===== src/rtl/vsl_pkg.sv =====
package vsl_pkg;
  typedef enum logic [1:0] {
    ST_IDLE  = 2'd0,
    ST_ISSUE = 2'd1,
    ST_DRAIN = 2'd2
  } vsl_state_e;

  localparam logic [15:0] WORD_SALT = 16'h5A5A;
endpackage


===== src/rtl/vsl_addr_gen.sv =====
module vsl_addr_gen
  import vsl_pkg::*;
#(
  parameter int ADDR_W    = 16,
  parameter int MAX_VL    = 16,
  parameter int NUM_BANKS = 16,
  localparam int IDX_W  = $clog2(MAX_VL),
  localparam int VL_W   = $clog2(MAX_VL + 1),
  localparam int BSEL_W = $clog2(NUM_BANKS)
) (
  input  logic              clk,
  input  logic              rst,
  input  logic              start_i,
  input  logic [ADDR_W-1:0] base_i,
  input  logic [ADDR_W-1:0] stride_i,
  input  logic [VL_W-1:0]   vl_i,
  input  logic [NUM_BANKS-1:0] bank_busy_i,
  input  logic              wb_last_i,
  output logic              start_acc_o,
  output logic              zero_fin_o,
  output logic              accept_o,
  output logic [ADDR_W-1:0] req_addr_o,
  output logic [BSEL_W-1:0] req_bank_o,
  output logic [IDX_W-1:0]  req_idx_o,
  output logic              req_last_o
);
  vsl_state_e        state_q;
  logic [ADDR_W-1:0] base_q, stride_q, addr_q;
  logic [VL_W-1:0]   vl_q, vl_clamped;
  logic [IDX_W-1:0]  idx_q;
  logic              zero_q;

  assign vl_clamped  = (vl_i > VL_W'(MAX_VL)) ? VL_W'(MAX_VL) : vl_i;
  assign start_acc_o = start_i && (state_q == ST_IDLE);
  assign req_addr_o  = addr_q;
  assign req_bank_o  = addr_q[BSEL_W-1:0];
  assign req_idx_o   = idx_q;
  assign req_last_o  = (VL_W'(idx_q) == vl_q - VL_W'(1));
  assign accept_o    = (state_q == ST_ISSUE) && !bank_busy_i[req_bank_o];
  assign zero_fin_o  = zero_q;

  always_ff @(posedge clk) begin
    if (rst) begin
      state_q  <= ST_IDLE;
      base_q   <= '0;
      stride_q <= '0;
      addr_q   <= '0;
      vl_q     <= '0;
      idx_q    <= '0;
      zero_q   <= 1'b0;
    end else begin
      zero_q <= start_acc_o && (vl_clamped == '0);
      unique case (state_q)
        ST_IDLE: if (start_i) begin
          base_q   <= base_i;
          stride_q <= stride_i;
          addr_q   <= base_i;
          vl_q     <= vl_clamped;
          idx_q    <= '0;
          if (vl_clamped != '0) state_q <= ST_ISSUE;
        end
        ST_ISSUE: if (accept_o) begin
          addr_q <= addr_q + stride_q;
          idx_q  <= idx_q + IDX_W'(1);
          if (req_last_o) state_q <= ST_DRAIN;
        end
        ST_DRAIN: if (wb_last_i) state_q <= ST_IDLE;
        default: state_q <= ST_IDLE;
      endcase
    end
  end

  // the running address equals base + idx*stride, wrapped
  a_r1_addr_formula: assert property (@(posedge clk) disable iff (rst)
    accept_o |-> (addr_q == base_q + ADDR_W'(idx_q) * stride_q));

  // accepted element indices advance by one
  a_r4_in_order: assert property (@(posedge clk) disable iff (rst)
    (accept_o && !req_last_o) |=> (32'(idx_q) == 32'($past(idx_q)) + 1));

  // a start during a load leaves the captured parameters alone
  a_r8_start_ignored: assert property (@(posedge clk) disable iff (rst)
    (start_i && state_q != ST_IDLE) |=> (base_q == $past(base_q) && stride_q == $past(stride_q)));
endmodule


===== src/rtl/vsl_bank_array.sv =====
module vsl_bank_array
  import vsl_pkg::*;
#(
  parameter int ADDR_W    = 16,
  parameter int NUM_BANKS = 16,
  parameter int BANK_BUSY = 4,
  localparam int DATA_W = 2 * ADDR_W,
  localparam int BSEL_W = $clog2(NUM_BANKS),
  localparam int CNT_W  = $clog2(BANK_BUSY + 1)
) (
  input  logic                 clk,
  input  logic                 rst,
  input  logic                 accept_i,
  input  logic [ADDR_W-1:0]    addr_i,
  input  logic [BSEL_W-1:0]    bank_i,
  output logic [NUM_BANKS-1:0] busy_o,
  output logic [DATA_W-1:0]    rdata_o
);
  logic [DATA_W-1:0] rdata_q [NUM_BANKS];
  logic [BSEL_W-1:0] sel_q;

  for (genvar g = 0; g < NUM_BANKS; g++) begin : g_bank
    logic [CNT_W-1:0] cnt_q;
    logic             hit;
    assign hit       = accept_i && (bank_i == BSEL_W'(g));
    assign busy_o[g] = (cnt_q != '0);

    always_ff @(posedge clk) begin
      if (rst) begin
        cnt_q      <= '0;
        rdata_q[g] <= '0;
      end else begin
        if (hit) begin
          cnt_q      <= CNT_W'(BANK_BUSY - 1);
          rdata_q[g] <= {addr_i ^ ADDR_W'(WORD_SALT), addr_i};
        end else if (cnt_q != '0) begin
          cnt_q <= cnt_q - CNT_W'(1);
        end
      end
    end

    // a bank never takes a request during its busy window
    a_r3_no_accept_busy: assert property (@(posedge clk) disable iff (rst)
      hit |-> (cnt_q == '0));
  end

  always_ff @(posedge clk) begin
    if (rst) sel_q <= '0;
    else if (accept_i) sel_q <= bank_i;
  end

  assign rdata_o = rdata_q[sel_q];
endmodule


===== src/rtl/vsl_return_pipe.sv =====
module vsl_return_pipe #(
  parameter int DATA_W  = 32,
  parameter int IDX_W   = 4,
  parameter int MEM_LAT = 12
) (
  input  logic              clk,
  input  logic              rst,
  input  logic              accept_i,
  input  logic [IDX_W-1:0]  idx_i,
  input  logic              last_i,
  input  logic [DATA_W-1:0] bank_data_i,
  output logic              wb_valid_o,
  output logic [IDX_W-1:0]  wb_idx_o,
  output logic              wb_last_o,
  output logic [DATA_W-1:0] wb_data_o
);
  logic              v_q    [MEM_LAT];
  logic [IDX_W-1:0]  idx_q  [MEM_LAT];
  logic              last_q [MEM_LAT];
  logic [DATA_W-1:0] data_q [MEM_LAT];

  always_ff @(posedge clk) begin
    if (rst) begin
      v_q[0]    <= 1'b0;
      idx_q[0]  <= '0;
      last_q[0] <= 1'b0;
    end else begin
      v_q[0]    <= accept_i;
      idx_q[0]  <= idx_i;
      last_q[0] <= accept_i && last_i;
    end
  end
  // stage 0 data is held inside the bank that was read
  assign data_q[0] = bank_data_i;

  for (genvar k = 1; k < MEM_LAT; k++) begin : g_stage
    always_ff @(posedge clk) begin
      if (rst) begin
        v_q[k]    <= 1'b0;
        idx_q[k]  <= '0;
        last_q[k] <= 1'b0;
        data_q[k] <= '0;
      end else begin
        v_q[k]    <= v_q[k-1];
        idx_q[k]  <= idx_q[k-1];
        last_q[k] <= last_q[k-1];
        data_q[k] <= data_q[k-1];
      end
    end
  end

  assign wb_valid_o = v_q[MEM_LAT-1];
  assign wb_idx_o   = idx_q[MEM_LAT-1];
  assign wb_last_o  = v_q[MEM_LAT-1] && last_q[MEM_LAT-1];
  assign wb_data_o  = data_q[MEM_LAT-1];
endmodule


===== src/rtl/vsl_vreg.sv =====
module vsl_vreg #(
  parameter int DATA_W = 32,
  parameter int MAX_VL = 16,
  localparam int IDX_W = $clog2(MAX_VL)
) (
  input  logic                     clk,
  input  logic                     rst,
  input  logic                     start_acc_i,
  input  logic                     zero_fin_i,
  input  logic                     wb_valid_i,
  input  logic [IDX_W-1:0]         wb_idx_i,
  input  logic                     wb_last_i,
  input  logic [DATA_W-1:0]        wb_data_i,
  output logic                     done_o,
  output logic [MAX_VL-1:0]        wr_stb_o,
  output logic [MAX_VL*DATA_W-1:0] vreg_o
);
  logic [DATA_W-1:0] elem_q [MAX_VL];
  logic [MAX_VL-1:0] stb_q;
  logic              fin_q, done_q;

  for (genvar e = 0; e < MAX_VL; e++) begin : g_elem
    always_ff @(posedge clk) begin
      if (rst) elem_q[e] <= '0;
      else if (wb_valid_i && wb_idx_i == IDX_W'(e)) elem_q[e] <= wb_data_i;
    end
    assign vreg_o[e*DATA_W +: DATA_W] = elem_q[e];
  end

  always_ff @(posedge clk) begin
    if (rst) begin
      stb_q  <= '0;
      fin_q  <= 1'b0;
      done_q <= 1'b0;
    end else begin
      stb_q <= wb_valid_i ? (MAX_VL'(1) << wb_idx_i) : '0;
      fin_q <= wb_last_i || zero_fin_i;
      if (start_acc_i)  done_q <= 1'b0;
      else if (fin_q)   done_q <= 1'b1;
    end
  end

  assign wr_stb_o = stb_q;
  assign done_o   = done_q;

  // at most one slot is written per cycle
  a_r6_stb_onehot: assert property (@(posedge clk) disable iff (rst)
    $onehot0(stb_q));

  // done only rises after a finishing write-back or an empty load
  a_r7_done_after_last: assert property (@(posedge clk) disable iff (rst)
    (wb_last_i && !start_acc_i) |=> ##1 done_q);
endmodule


===== src/rtl/vsl_top.sv =====
module vsl_top #(
  parameter int ADDR_W    = 16,
  parameter int MAX_VL    = 16,
  parameter int NUM_BANKS = 16,
  parameter int BANK_BUSY = 4,
  parameter int MEM_LAT   = 12,
  localparam int DATA_W = 2 * ADDR_W,
  localparam int IDX_W  = $clog2(MAX_VL),
  localparam int VL_W   = $clog2(MAX_VL + 1),
  localparam int BSEL_W = $clog2(NUM_BANKS)
) (
  input  logic                     clk,
  input  logic                     rst,
  input  logic                     start,
  input  logic [ADDR_W-1:0]        base,
  input  logic [ADDR_W-1:0]        stride,
  input  logic [VL_W-1:0]          vl,
  output logic                     done,
  output logic [MAX_VL-1:0]        wr_stb,
  output logic [MAX_VL*DATA_W-1:0] vreg_q
);
  logic                 start_acc, zero_fin, accept, req_last;
  logic [ADDR_W-1:0]    req_addr;
  logic [BSEL_W-1:0]    req_bank;
  logic [IDX_W-1:0]     req_idx;
  logic [NUM_BANKS-1:0] bank_busy;
  logic [DATA_W-1:0]    bank_data, wb_data;
  logic                 wb_valid, wb_last;
  logic [IDX_W-1:0]     wb_idx;

  vsl_addr_gen #(.ADDR_W(ADDR_W), .MAX_VL(MAX_VL), .NUM_BANKS(NUM_BANKS)) u_agen (
    .clk(clk), .rst(rst), .start_i(start), .base_i(base), .stride_i(stride),
    .vl_i(vl), .bank_busy_i(bank_busy), .wb_last_i(wb_last),
    .start_acc_o(start_acc), .zero_fin_o(zero_fin), .accept_o(accept),
    .req_addr_o(req_addr), .req_bank_o(req_bank), .req_idx_o(req_idx),
    .req_last_o(req_last));

  vsl_bank_array #(.ADDR_W(ADDR_W), .NUM_BANKS(NUM_BANKS), .BANK_BUSY(BANK_BUSY)) u_banks (
    .clk(clk), .rst(rst), .accept_i(accept), .addr_i(req_addr), .bank_i(req_bank),
    .busy_o(bank_busy), .rdata_o(bank_data));

  vsl_return_pipe #(.DATA_W(DATA_W), .IDX_W(IDX_W), .MEM_LAT(MEM_LAT)) u_pipe (
    .clk(clk), .rst(rst), .accept_i(accept), .idx_i(req_idx), .last_i(req_last),
    .bank_data_i(bank_data), .wb_valid_o(wb_valid), .wb_idx_o(wb_idx),
    .wb_last_o(wb_last), .wb_data_o(wb_data));

  vsl_vreg #(.DATA_W(DATA_W), .MAX_VL(MAX_VL)) u_vreg (
    .clk(clk), .rst(rst), .start_acc_i(start_acc), .zero_fin_i(zero_fin),
    .wb_valid_i(wb_valid), .wb_idx_i(wb_idx), .wb_last_i(wb_last),
    .wb_data_i(wb_data), .done_o(done), .wr_stb_o(wr_stb), .vreg_o(vreg_q));
endmodule


===== config.mk =====
export PLATFORM = sky130hd
export DESIGN_NAME = vsl_top
export DESIGN_NICKNAME = d
export VERILOG_FILES = /design/src/rtl/vsl_pkg.sv /design/src/rtl/vsl_addr_gen.sv /design/src/rtl/vsl_bank_array.sv /design/src/rtl/vsl_return_pipe.sv /design/src/rtl/vsl_vreg.sv /design/src/rtl/vsl_top.sv
export SDC_FILE = /design/constraint.sdc
export NUM_CORES = 1
export LEC_CHECK = 0
export BUFFER_PORTS_ARGS = -buffer_cell sky130_fd_sc_hd__buf_2
export CORE_MARGIN = 1
export CORE_UTILIZATION = 60
export CTS_BUF_LIST = sky130_fd_sc_hd__clkbuf_4 sky130_fd_sc_hd__clkbuf_8
export DETAILED_ROUTE_END_ITERATION = 7
export PLACE_DENSITY_LB_ADDON = 0.08
export SLEW_MARGIN = 20
export SYNTH_ARGS = -nofsm -noshare
export SYNTH_HDL_FRONTEND = slang
export SYNTH_SLANG_ARGS = --single-unit

===== constraint.sdc =====
create_clock -name clk -period 4 [get_ports clk]
set_input_delay 1 -clock clk [delete_from_list [all_inputs] [get_ports clk]]
set_output_delay 1 -clock clk [all_outputs]
set_load 0.005 [all_outputs]

=== After elaboration in Yosys (flattened, before gate mapping) ===
Memory sizes are Yosys's and may differ from the RTL's. A register that Yosys moved wholly into a read port is not among the register bits.
Cells that the tools add are included.

* Add/subtract/negate cells: 19
* Magnitude comparators: 2
* Eq/ne operators: 38
* Shift operators: 1
* Multiplexer cells: 214
* Bitwise logic cells: 70
* Reductions and logical operators: 98

{| class="wikitable"
|+ Operator list
! operator !! number
|-
| two-way mux 32 bit || 32
|-
| two-way mux 1 bit || 124
|-
| two-way mux 2 bit || 37
|-
| OR 1 bit || 68
|-
| equality test 4 bit, second input constant || 16
|-
| two-way mux 4 bit || 14
|-
| nonzero test 3 bit || 16
|-
| subtractor 3 x 1 -> 3 bit, second input constant || 16
|-
| logical AND 1 bit || 37
|-
| OR reduction 2 bit || 18
|-
| nonzero test 2 bit || 17
|-
| equality test 4 x 3 -> 1 bit, second input constant || 8
|-
| two-way mux 16 bit || 2
|-
| case mux 16 bit (2 select lines) || 1
|-
| adder 16 bit || 1
|-
| equality test 4 x 2 -> 1 bit, second input constant || 4
|-
| left shift 1 x 4 -> 16 bit, first input constant || 1
|-
| equality test 4 x 1 -> 1 bit, second input constant || 2
|-
| logical NOT 4 bit || 2
|-
| NOT 8 bit || 1
|-
| case mux 4 bit (2 select lines) || 1
|-
| != test 2 x 1 -> 1 bit, second input constant || 3
|-
| case mux 2 bit (3 select lines) || 1
|-
| equality test 4 x 5 -> 1 bit || 1
|-
| other kinds (18) || 19
|}

* Register bits after elaboration: 434
* RAM bits: 1096
* Input bits: 40
* Output and inout bits: 529
* Logic and storage cells: 499
* Memories kept: 5

{| class="wikitable"
|+ Memories
! name !! depth !! bits a word !! rd ports !! clocked after memory_dff !! write ports !! RTL line !! text
|-
| u_banks.rdata_q || 16 || 32 || 1 || 1 || 16 || vsl_bank_array.sv:19 || <nowiki>logic [DATA_W-1:0] rdata_q [NUM_BANKS];</nowiki>
|-
| u_vreg.elem_q || 16 || 32 || 16 || 0 || 16 || vsl_vreg.sv:18 || <nowiki>logic [DATA_W-1:0] elem_q [MAX_VL];</nowiki>
|-
| u_pipe.idx_q || 12 || 4 || 12 || 0 || 12 || vsl_return_pipe.sv:18 || <nowiki>logic [IDX_W-1:0] idx_q [MEM_LAT];</nowiki>
|-
| u_pipe.last_q || 12 || 1 || 12 || 0 || 12 || vsl_return_pipe.sv:19 || <nowiki>logic last_q [MEM_LAT];</nowiki>
|-
| u_pipe.v_q || 12 || 1 || 12 || 0 || 12 || vsl_return_pipe.sv:17 || <nowiki>logic v_q [MEM_LAT];</nowiki>
|}

=== Depth between registers and ports, before layout ===
* Depth in word-level cells: 10
* Depth in mapped cells: 10
* Gate-level depth less buffers: 9

=== Cells and area by module ===
From an unflattened synthesis, not the netlist that was laid out.

* Cell total of the unflattened synthesis: 3955
* Area total of the unflattened synthesis: 53991.8 sq um

{| class="wikitable"
|+ By module, submodules not included
! module !! times used !! cells an instance !! area an instance (sq um)
|-
| vsl_vreg || 1 || 1276 || 19799.0
|-
| vsl_bank_array || 1 || 1394 || 19780.2
|-
| vsl_return_pipe || 1 || 928 || 11622.4
|-
| vsl_addr_gen || 1 || 357 || 2790.2
|}

=== Worst setup path before layout ===
No wires, ideal clock.

* Kind: reg2reg
* From: memory u_pipe.v_q[11][0], in the netlist u_pipe.v_q[2][3]
* To: memory u_vreg.elem_q[0][11], enable pin
* Library setup time: 0.442 ns
* Data arrival time: 2.842 ns
* Required time: 3.558 ns
* Setup slack: 0.716 ns
* Stages on the path, launching flop included: 4
* Buffers on the path: 1
* Clock period less this slack: 3.284 ns
* Cell sequence: dfxtp_1 > or3b_2 > clkbuf_1 > o31ai_1

{| class="wikitable"
|+ RTL lines
! item !! RTL line
|-
| start, declared || vsl_return_pipe.sv:17
|-
| end, declared || vsl_vreg.sv:18
|}

==> summary.txt <==
Status = complete, no violations
Post-Route WL = 115 mm
Slew @ Worst Pin = 1.18 ns
Worst-Skew Late Latency = 0.82 ns
Normalized max-slew margin = 0.209
Place WS = 0.679 ns
Library cells used by synthesis = 63
PortBufs = 568
TritonCTS clock tree = built
Mux share of post-synthesis cell area = 0.0622
Clock transition at the registers of the reported paths = 0.07 ns
Clk_skew = 0.0478 ns
Period utilization = 0.847
Wire per inst = 22.4 microns
Final min period = 3.39 ns
Max-Cap Viols = 0
First-pass GRT wire length = 169 mm
Crit path to = u_banks.rdata_q[5][25]
Type of the worst setup path = reg2reg
DRC violations left = 0
Initial DRC count = 2482
R2R Path Start = u_agen.req_addr_o[1]
Main combinational cell family by area after synthesis = simple AND/OR/NAND/NOR gates
Leak Pwr = 20.9 nW
Die height = 281 microns
Fin nets = 4050
Initial Util = 0.610
Area leader, netlist = edfxtp_1
CP max stage delay = 0.58 ns
Hold Violations, Final = 0
Crit path required time = 4.64 ns
Critical Path Source Type = flip-flop
Count leader, synth = edfxtp_1
Setup bufs post-CTS = 0
YS warnings = 0
Power Total = 28.4 mW
Die Wd = 281 microns
I/O pins = 569
Final setup margin = 0.611 ns
Largest net degree at the start of global routing = 197
Post-synthesis sequential area ratio = 0.688
CP Launch Point = u_agen.req_addr_o[1]
Crit path cell chain = nor2b_1, a221o_1, o22a_1, o21ai_2, nand3_2, buf_12, nor3_1
Layout fillers = 5251
Crit path max-delay cell type = nand3_2
CTS Buf Count = 186
Fmax = 295 MHz
Post-cts sizing count = 0
Ys async rst share = 0
Clk sinks = 1218
Router iterations before antenna repair = 5
Gr usage total = 0.291
Post-synth top area share = 0.495
Worst-path fanout max = 31
Post-synth top cells = edfxtp_1 (768), dfxtp_1 (450), and2_1 (415)
Vias in the first global route = 27524
Post-synthesis register bit count = 1218
GPL Wtd Cong = 0.897
RSZ-0062 raised after global routing = false
Worst IR drop on VDD = 0.343 mV
CP Buf/Inv Count = 1
Post-Syn Area = 46600 sq um
Layout cells sized above 1 = 0.279
TNS Setup = 0 ns
XOR/XNOR share of the synthesized area = 0.00564
Core area = 76300 sq um
Reg2Reg Capture Point = u_banks.rdata_q[5][25]
Initial antenna violation count = 8
Hold Crit Class = reg2reg
Critical path depth in cells = 7
DR vias/cell = 5.53
Setup crit end kind = flip-flop
EDFF count, synth = 768
Row cnt = 101
R2R setup slack = 0.61 ns
Root Buffer = clkbuf_8
Cells after Synth = 3429
Syn_area_per_cell = 13.6 sq um
Compound-cell area share of the yosys netlist = 0.0275
DPL Wire Length = 77.0 mm
Vias = 28479
Delay-heaviest family, CP = compound AO/OA/AOI/OAI gates
Pwr dens = 526 nW/um^2
Main synth FF type = edfxtp_1
Area growth from synthesis to layout = 15.7%
H-tree depth = 4
Antenna-violating nets left = 0
Synth Area in Simple Gates = 0.158
Synth Area in Adders = 0.0136
Top cells by area, synth = edfxtp_1 (50%), dfxtp_1 (19%), mux4_2 (5.8%)
Final setup vio count = 0
CTS max path bufs = 3
Critical Path AT = 4.03 ns
Slew Viols, Final = 0
Die area = 78800 sq um
CTS Hold Buffers Added = 0
GR Overflow Total = 0
R2R cell count = 7
Hold path depth = 1
==> worst min path at each step <==
stage | start | slack (ns) | end
2_1_floorplan | u_vreg.fin_q | 0.41 | u_vreg.done_o
3_3_place_gp | u_pipe.data_q[60] | 0.42 | u_pipe.wb_data_o[28]
3_5_place_dp | u_pipe.data_q[179] | 0.42 | u_pipe.data_q[147]
4_1_cts | vl[0] | 0.35 | u_agen.zero_fin_o
5_1_grt | vl[0] | 0.36 | u_agen.zero_fin_o
6_report | u_pipe.data_q[62] | 0.41 | u_pipe.wb_data_o[30]
==> state kept, by name, summed over array words and instances (netlist names) <==
register / count
u_pipe.idx_q: 48
u_vreg.done_o: 1
u_agen.state_q: 2
u_vreg.wr_stb_o: 16
u_pipe.wb_data_o: 24
u_pipe.v_q: 12
u_vreg.elem_q: 384
u_agen.req_addr_o: 16
u_vreg.fin_q: 1
u_agen.stride_q: 16
u_pipe.data_q: 240
u_agen.zero_fin_o: 1
u_agen.req_idx_o: 4
u_banks.g_bank.cnt_q: 48
u_pipe.last_q: 12
u_agen.vl_q: 5
u_banks.sel_q: 4
u_banks.rdata_q: 384
==> per-stage QoR <==
step           instance area (sq um)  hold slack (ns)   util  cells
2_1_floorplan                  46800            0.405      -   3476
3_3_place_gp                   49900            0.416  0.654   4801
3_5_place_dp                   50000            0.421  0.655   4802
4_1_cts                        53900            0.345  0.706   5148
5_1_grt                        53900            0.358  0.706   5149
6_report                       53900            0.412  0.706   5150
==> placed cells by master (no fill, tap or decap), types with 7 or more instances in the layout <==
cell type  count
ha_1          49
a211oi_1      19
o21ai_2       14
clkinv_1      22
nand2_1      144
mux4_2       120
edfxtp_1     768
nor2_1       281
xnor2_1       23
buf_4         79
clkinv_2      14
buf_12         8
nand2b_1      28
xor2_1         7
clkbuf_8     212
and3_1        16
nand4_1       11
clkbuf_4      80
nand3_1       15
mux2_2        11
inv_1         53
buf_2        567
nor2b_1      316
or3_1          7
nand3b_1       7
conb_1        48
dfxtp_1      445
a21oi_1       82
and2_1       415
nor3_1       111
o21ai_0       34
==> layout make-up <==
type / instances / area (sq um) / area share
clock buffers: 292 / 3520 / 0.0653
clock inverters: 54 / 407 / 0.00754
flip-flops and latches: 1218 / 32100 / 0.595
inverters: 54 / 203 / 0.00376
well taps: 1030 / 1290 / 0.0239
repair buffers: 656 / 3620 / 0.0671
diodes: 2 / 5.00 / 0.0000929
multi-input cells: 1844 / 12800 / 0.237
==> cells by family after synthesis <==
family | count (synthesis)
adders and majority gates | 50
and+or+nand+nor | 1369
buffers and inverters | 414
xor gates and xnor gates | 30
other | 1
AOI/OAI and AO/OA | 209
DFF | 1218
muxes | 138
==> power breakdown <==
| group | internal (mW) | switching [mW] | total, mW |
|---|---|---|---|
| combinational | 1.35 | 2.04 | 3.40 |
| clock | 5.83 | 4.74 | 10.6 |
| sequential | 14.0 | 0.380 | 14.4 |
| total | 21.2 | 7.17 | 28.4 |
==> routing by layer <==
metal	global-route usage	vias up	wire length, microns
met5	0	-	77
met4	0.112	10	3810
met3	0.0654	240	9930
met2	0.481	1398	57100
met1	0.375	14051	44400
li1	-	12780	-
==> worst register-to-register path: stages, from the launching register on <==
cell and delay (ns):
dfxtp_1 0.54, nor2b_1 0.24, a221o_1 0.37, o22a_1 0.30, o21ai_2 0.52, nand3_2 0.58
buf_12 0.41, nor3_1 0.23
Note: power is estimated with default switching activity, not from simulation.
